File: config.mk
export PLATFORM = sky130hd
export DESIGN_NAME = pp_pwm_steer
export DESIGN_NICKNAME = d
export VERILOG_FILES = /design/src/rtl/pp_pwm_pkg.sv /design/src/rtl/pp_pwm_ramp.sv /design/src/rtl/pp_pwm_toggle.sv /design/src/rtl/pp_pwm_gate.sv /design/src/rtl/pp_pwm_steer.sv
export SDC_FILE = /design/constraint.sdc
export NUM_CORES = 1
export LEC_CHECK = 0
export ABC_AREA = 0
export BUFFER_PORTS_ARGS = -buffer_cell sky130_fd_sc_hd__buf_2
export CORE_ASPECT_RATIO = 1.5
export CORE_MARGIN = 4
export CORE_UTILIZATION = 54
export DETAILED_ROUTE_END_ITERATION = 10
export HOLD_SLACK_MARGIN = 0.05
export MAX_ROUTING_LAYER = met4
export PLACE_DENSITY = 0.75
export SKIP_LAST_GASP = 1
export SYNTH_ARGS = -nofsm -noshare
export SYNTH_HDL_FRONTEND = slang
export SYNTH_SLANG_ARGS = --single-unit
File: constraint.sdc
create_clock -name clk -period 2 [get_ports clk]
set_clock_uncertainty 0.15 [all_clocks]
set_input_delay 0.1 -clock clk [delete_from_list [all_inputs] [get_ports clk]]
set_output_delay 0.1 -clock clk [all_outputs]
set_load 0.005 [all_outputs]
File: src/rtl/pp_pwm_pkg.sv
package pp_pwm_pkg;

   // Steering flip-flop state: which output receives the current period's pulse.
   typedef enum logic {
      SIDE_A = 1'b0,
      SIDE_B = 1'b1
   } side_e;

   // State the steering flip-flop takes in reset; the first restart flips it to A.
   localparam side_e SIDE_RESET = SIDE_B;

endpackage

File: src/rtl/pp_pwm_ramp.sv
// Sawtooth ramp with restart logic and capture of the per-period settings.
module pp_pwm_ramp #(
   parameter int CNT_W   = 8,
   parameter bit SYNC_EN = 1'b1
) (
   input  logic             clk,
   input  logic             rst,
   input  logic [CNT_W-1:0] period_i,
   input  logic [CNT_W-1:0] blank_i,
   input  logic [CNT_W-1:0] level_i,
   input  logic             sync_i,
   output logic [CNT_W-1:0] cnt_o,
   output logic [CNT_W-1:0] blk_o,
   output logic [CNT_W-1:0] lvl_o,
   output logic             wrap_o
);

   localparam logic [CNT_W-1:0] ONE = CNT_W'(1);

   logic [CNT_W-1:0] cnt_q;
   logic [CNT_W-1:0] per_q;
   logic [CNT_W-1:0] blk_q;
   logic [CNT_W-1:0] lvl_q;
   logic             sync_edge;

   generate
      if (SYNC_EN) begin : g_sync
         logic sync_d;
         always_ff @(posedge clk) begin
            if (rst) sync_d <= 1'b0;
            else     sync_d <= sync_i;
         end
         assign sync_edge = sync_i & ~sync_d;
      end else begin : g_nosync
         assign sync_edge = 1'b0;
      end
   endgenerate

   assign wrap_o = (cnt_q == per_q) | sync_edge;

   always_ff @(posedge clk) begin
      if (rst) begin
         cnt_q <= '0;
         per_q <= '0;
         blk_q <= '0;
         lvl_q <= '0;
      end else if (wrap_o) begin
         cnt_q <= '0;
         per_q <= period_i;
         blk_q <= blank_i;
         lvl_q <= level_i;
      end else begin
         cnt_q <= cnt_q + ONE;
      end
   end

   assign cnt_o = cnt_q;
   assign blk_o = blk_q;
   assign lvl_o = lvl_q;

endmodule

File: src/rtl/pp_pwm_toggle.sv
// Steering flip-flop advanced by each ramp restart.
module pp_pwm_toggle
   import pp_pwm_pkg::*;
(
   input  logic  clk,
   input  logic  rst,
   input  logic  wrap_i,
   output side_e side_o
);

   side_e side_q;

   always_ff @(posedge clk) begin
      if (rst)         side_q <= SIDE_RESET;
      else if (wrap_i) side_q <= (side_q == SIDE_A) ? SIDE_B : SIDE_A;
   end

   assign side_o = side_q;

endmodule

File: src/rtl/pp_pwm_gate.sv
// Ramp comparator, blanking window, override latch and output steering.
module pp_pwm_gate
   import pp_pwm_pkg::*;
#(
   parameter int CNT_W = 8
) (
   input  logic             clk,
   input  logic             rst,
   input  logic [CNT_W-1:0] cnt_i,
   input  logic [CNT_W-1:0] blk_i,
   input  logic [CNT_W-1:0] lvl_i,
   input  side_e            side_i,
   input  logic             wrap_i,
   input  logic             ilim_i,
   input  logic             shdn_i,
   output logic             out_a,
   output logic             out_b,
   output logic             osc_o
);

   localparam int N_SIDES = 2;

   logic               blanking;
   logic               ramp_below;
   logic               override;
   logic               dead_q;
   logic               enable;
   logic [N_SIDES-1:0] drive;

   assign blanking   = cnt_i < blk_i;
   assign ramp_below = cnt_i < lvl_i;
   assign override   = ilim_i | shdn_i;

   // Once an override is seen, the rest of the period stays dark.
   always_ff @(posedge clk) begin
      if (rst)           dead_q <= 1'b0;
      else if (wrap_i)   dead_q <= 1'b0;
      else if (override) dead_q <= 1'b1;
   end

   assign enable = ramp_below & ~blanking & ~override & ~dead_q & ~rst;

   generate
      for (genvar s = 0; s < N_SIDES; s++) begin : g_side
         assign drive[s] = enable & (side_i == ((s == 0) ? SIDE_A : SIDE_B));
      end
   endgenerate

   assign out_a = drive[0];
   assign out_b = drive[1];
   assign osc_o = blanking & ~rst;

endmodule

File: src/rtl/pp_pwm_steer.sv
// Top: fixed-frequency push-pull PWM with steering, blanking, override and sync.
module pp_pwm_steer
   import pp_pwm_pkg::*;
#(
   parameter int CNT_W   = 8,
   parameter bit SYNC_EN = 1'b1
) (
   input  logic             clk,
   input  logic             rst,
   input  logic [CNT_W-1:0] period_i,
   input  logic [CNT_W-1:0] blank_i,
   input  logic [CNT_W-1:0] level_i,
   input  logic             ilim_i,
   input  logic             shdn_i,
   input  logic             sync_i,
   output logic             out_a,
   output logic             out_b,
   output logic             osc_o
);

   generate
      if (CNT_W < 2 || CNT_W > 16) begin : g_bad_width
         $error("pp_pwm_steer: CNT_W must lie in 2..16");
      end
   endgenerate

   logic [CNT_W-1:0] ramp_cnt;
   logic [CNT_W-1:0] ramp_blk;
   logic [CNT_W-1:0] ramp_lvl;
   logic             ramp_wrap;
   side_e            steer_side;

   pp_pwm_ramp #(
      .CNT_W   (CNT_W),
      .SYNC_EN (SYNC_EN)
   ) u_ramp (
      .clk      (clk),
      .rst      (rst),
      .period_i (period_i),
      .blank_i  (blank_i),
      .level_i  (level_i),
      .sync_i   (sync_i),
      .cnt_o    (ramp_cnt),
      .blk_o    (ramp_blk),
      .lvl_o    (ramp_lvl),
      .wrap_o   (ramp_wrap)
   );

   pp_pwm_toggle u_toggle (
      .clk    (clk),
      .rst    (rst),
      .wrap_i (ramp_wrap),
      .side_o (steer_side)
   );

   pp_pwm_gate #(
      .CNT_W (CNT_W)
   ) u_gate (
      .clk    (clk),
      .rst    (rst),
      .cnt_i  (ramp_cnt),
      .blk_i  (ramp_blk),
      .lvl_i  (ramp_lvl),
      .side_i (steer_side),
      .wrap_i (ramp_wrap),
      .ilim_i (ilim_i),
      .shdn_i (shdn_i),
      .out_a  (out_a),
      .out_b  (out_b),
      .osc_o  (osc_o)
   );

endmodule

==> impl_metrics.json <==
{
  "cts.sinks": 35,
  "nFillCells": 142,
  "die_x_um": 53.9,
  "syn_area_per_cell_um2": 9.53,
  "grt_antenna_before_repair": 0,
  "slew_headroom_pct": 75.6,
  "crit_arrival_ns": 1.95,
  "yosys.area.top_type": "dfxtp_1",
  "hp-class": "register to register",
  "syn_inst": 179,
  "synth_top_area_share_pct": 41.1,
  "setup-violations-final": 3,
  "hold_slack_ns": 0.361,
  "clockRootBuffer": "clkbuf_8",
  "dr.first_iter.drc_count": 67,
  "gp_congestion": 0.867,
  "synthMuxAreaShare_pct": 14.1,
  "required_ns": 1.75,
  "wl_mm": 5.26,
  "initial_core_util_pct": 57.4,
  "pwr-share-comb_pct": 30.6,
  "slew_viol_final": 0,
  "vias": 1580,
  "clock_path_buffers": 2,
  "synth_top_family_by_area": "multiplexers",
  "start_kind": "register",
  "max_freq_ghz": 0.455,
  "dp_hpwl_mm": 2.81,
  "synthTopCellsByArea": "dfxtp_1 (41%), mux2i_1 (14%), ha_1 (11%)",
  "io_pins": 32,
  "ir_drop_mv": 0.545,
  "fin_ws_ns": -0.196,
  "cap_violations": 0,
  "track_usage_pct": 26.2,
  "ys_warn_count": 0,
  "dp.cells": 248,
  "final_core_util_pct": 85.2,
  "power_mw": 1.94,
  "crit_chain": "ha_4, a211oi_2, o21ai_2, a221oi_4, nor2b_1, buf_2",
  "worst_slew_pin_slew_ns": 0.367,
  "area.growth.synth_to_final_pct": 48.4,
  "firstDrtPassIters": 4,
  "cts_tree": "built",
  "crit_fanout": 3,
  "p_sw_share_pct": 30.6,
  "status": "complete, but fails checks",
  "rows": 24,
  "cell_internal_pwr_mw": 1.35,
  "finish.instance_area_mm2": 0.00253,
  "critPathKind": "register to output pin",
  "die_h_um": 76.9,
  "netlist_area_mm2": 0.00171,
  "total_leakage_power_nw": 1.11,
  "power.density_mw_per_mm2": 768,
  "rsz0062_at_grt": "true",
  "numCtsBuffers": 5,
  "yosys.area_share.simple_pct": 13.6,
  "io_buffers": 31,
  "grt_max_degree": 17,
  "core_area_mm2": 0.00297,
  "wl_per_cell_um": 18.3,
  "grt_pass1_vias": 1669,
  "seq_power_share_pct": 42.6,
  "viasPerCell": 5.49,
  "synth_compound_area_share_pct": 5.50,
  "insertion_delay_ns": 0.29,
  "p_sw_mw": 0.596,
  "synth_seq_area_share_pct": 41.1,
  "synthesis.nets": 223,
  "nets": 293,
  "diodes": 0,
  "seq_area_um2": 726,
  "violations": "setup timing",
  "pwr-share-clk_pct": 26.8,
  "crit_path_end_kind": "output pin",
  "place_area_mm2": 0.00191,
  "yosysUniqueCellTypes": 29,
  "synth_xor_area_share_pct": 7.70,
  "ys_seq_elements": 35,
  "cts.htree.levels": 2,
  "grt_pass1_wl_mm": 7.82,
  "cts.reportedPaths.clkPinSlew_ns": 0.08,
  "period_minus_slack_ns": 2.20,
  "layout-drive-gt1-share_pct": 34.5,
  "slowest_delay_ns": 0.39,
  "die_area_mm2": 0.00414,
  "final_cells": 288,
  "drc": 0,
  "grt_overflow": 0,
  "multiInputGateArea_mm2": 0.00109,
  "ant_nets": 0,
  "crit_path_top_delay_cell": "dfxtp_2",
  "finalCritPeriodShare_pct": 110,
  "synthAdderAreaFrac_pct": 11.0,
  "hold_violations": 0
}
cells by family after synthesis:
kind of cell	Yosys count
multiplexers	24
AND/OR/NAND/NOR	53
XOR/XNOR	15
AO/OA/AOI/OAI	13
adder cells (fa/ha/maj)	15
buffers and inverters	24
flip-flops	35
power groups by stage:
stage | clock network (mW) | registers (mW) | logic (mW)
2_1_floorplan | 0 | 0.819 | 0.317
3_3_place_gp | 0 | 0.829 | 0.376
3_5_place_dp | 0 | 0.833 | 0.395
4_1_cts | 0.520 | 0.819 | 0.510
5_1_grt | 0.553 | 0.835 | 0.641
6_report | 0.522 | 0.828 | 0.594
routing by layer:
metal / vias to the layer above / track usage (%) / share of wire, %
li1: 735 / - / -
met1: 749 / 28.2 / 37
met2: 63 / 43.7 / 53
met3: 33 / 5.62 / 4.4
met4: 0 / 12.3 / 5.7
met5: - / - / 0
cells in the final DEF, fill, tap and decap left out, types with 2 or more instances in the layout:
| master | netlist | layout |
|---|---|---|
| a2111oi_4 | 0 | 2 |
| a21oi_2 | 0 | 2 |
| and3_1 | 2 | 2 |
| buf_2 | 0 | 31 |
| buf_4 | 0 | 11 |
| clkbuf_8 | 0 | 6 |
| dfxtp_1 | 35 | 23 |
| dfxtp_2 | 0 | 8 |
| dfxtp_4 | 0 | 4 |
| dlygate4sd3_1 | 0 | 28 |
| ha_1 | 15 | 7 |
| ha_4 | 0 | 7 |
| inv_1 | 17 | 13 |
| inv_2 | 0 | 4 |
| mux2i_1 | 24 | 24 |
| nand2_1 | 4 | 3 |
| nand2b_1 | 3 | 2 |
| nand3_1 | 2 | 2 |
| nand4_1 | 2 | 2 |
| nor2_1 | 35 | 35 |
| xnor2_1 | 13 | 13 |
| xor2_1 | 2 | 2 |
critical path: cells and delay by family, from the launching register on:
| family | cells | cell delay [ns] |
|---|---|---|
| buffers and inverters | 1 | 0.14 |
| flip-flops | 1 | 0.39 |
| AND/OR/NAND/NOR | 1 | 0.19 |
| adder cells (fa/ha/maj) | 1 | 0.22 |
| AO/OA/AOI/OAI | 3 | 0.70 |
timing repair:
action | in CTS | in global routing
gates cloned | 0 | 0
hold endpoints to repair | 26 | 0
setup endpoints to repair | 3 | 3
pin swaps | 7 | 10
resized for setup | 35 | 13
hold buffers | 28 | 0
setup buffers | 4 | 1
metrics by stage:
step	setup TNS [ns]	setup slack, ns
2_1_floorplan	0	0.217
3_3_place_gp	0	0.0718
3_5_place_dp	-0.00824	-0.00824
4_1_cts	-0.101	-0.0553
5_1_grt	-0.721	-0.302
6_report	-0.404	-0.196
area by class of cell:
| type | instances | area share (%) |
|---|---|---|
| Inverter | 17 | 2.52 |
| Clock inverter | 1 | 0.198 |
| Clock buffer | 6 | 3.26 |
| Timing Repair Buffer | 70 | 20.5 |
| Multi-Input combinational cell | 120 | 43.0 |
| Sequential cell | 35 | 28.7 |
| Tap cell | 39 | 1.93 |
path summary, 6_finish.rpt:
check | from | cells after the start | slack [ns] | endpoint
hold reg to reg | u_ramp.blk_o[2] | 2 | 0.36 | u_ramp.blk_o[2]
hold / removal | u_ramp.blk_o[2] | 2 | 0.36 | u_ramp.blk_o[2]
setup / recovery | u_ramp.cnt_o[3] | 6 | -0.20 | osc_o
setup reg to reg | u_ramp.cnt_o[3] | 7 | 0.11 | u_ramp.blk_o[6]
sequential cells by signal, summed over array words and instances (netlist names):
| name | count |
|---|---|
| u_toggle.side_o | 1 |
| u_gate.dead_q | 1 |
| u_ramp.blk_o | 8 |
| u_ramp.g_sync.sync_d | 1 |
| u_ramp.per_q | 8 |
| u_ramp.cnt_o | 8 |
| u_ramp.lvl_o | 8 |
cell usage after synthesis:
cell type,instances
dfxtp_1,35
nor2_1,35
mux2i_1,24
inv_1,17
ha_1,15
xnor2_1,13
buf_6,4
nand2_1,4
nand2b_1,3
a2111oi_0,2
a211oi_1,2
a21oi_1,2
and3_1,2
clkbuf_1,2
nand3_1,2
nand4_1,2
o21ai_0,2
xor2_1,2
a21o_1,1
a221oi_1,1
buf_1,1
nor2b_1,1
nor3_1,1
nor4_1,1
nor4b_1,1
o2111a_1,1
o211ai_1,1
o22ai_1,1
or2_1,1
Power figures use the tool's default switching activity.
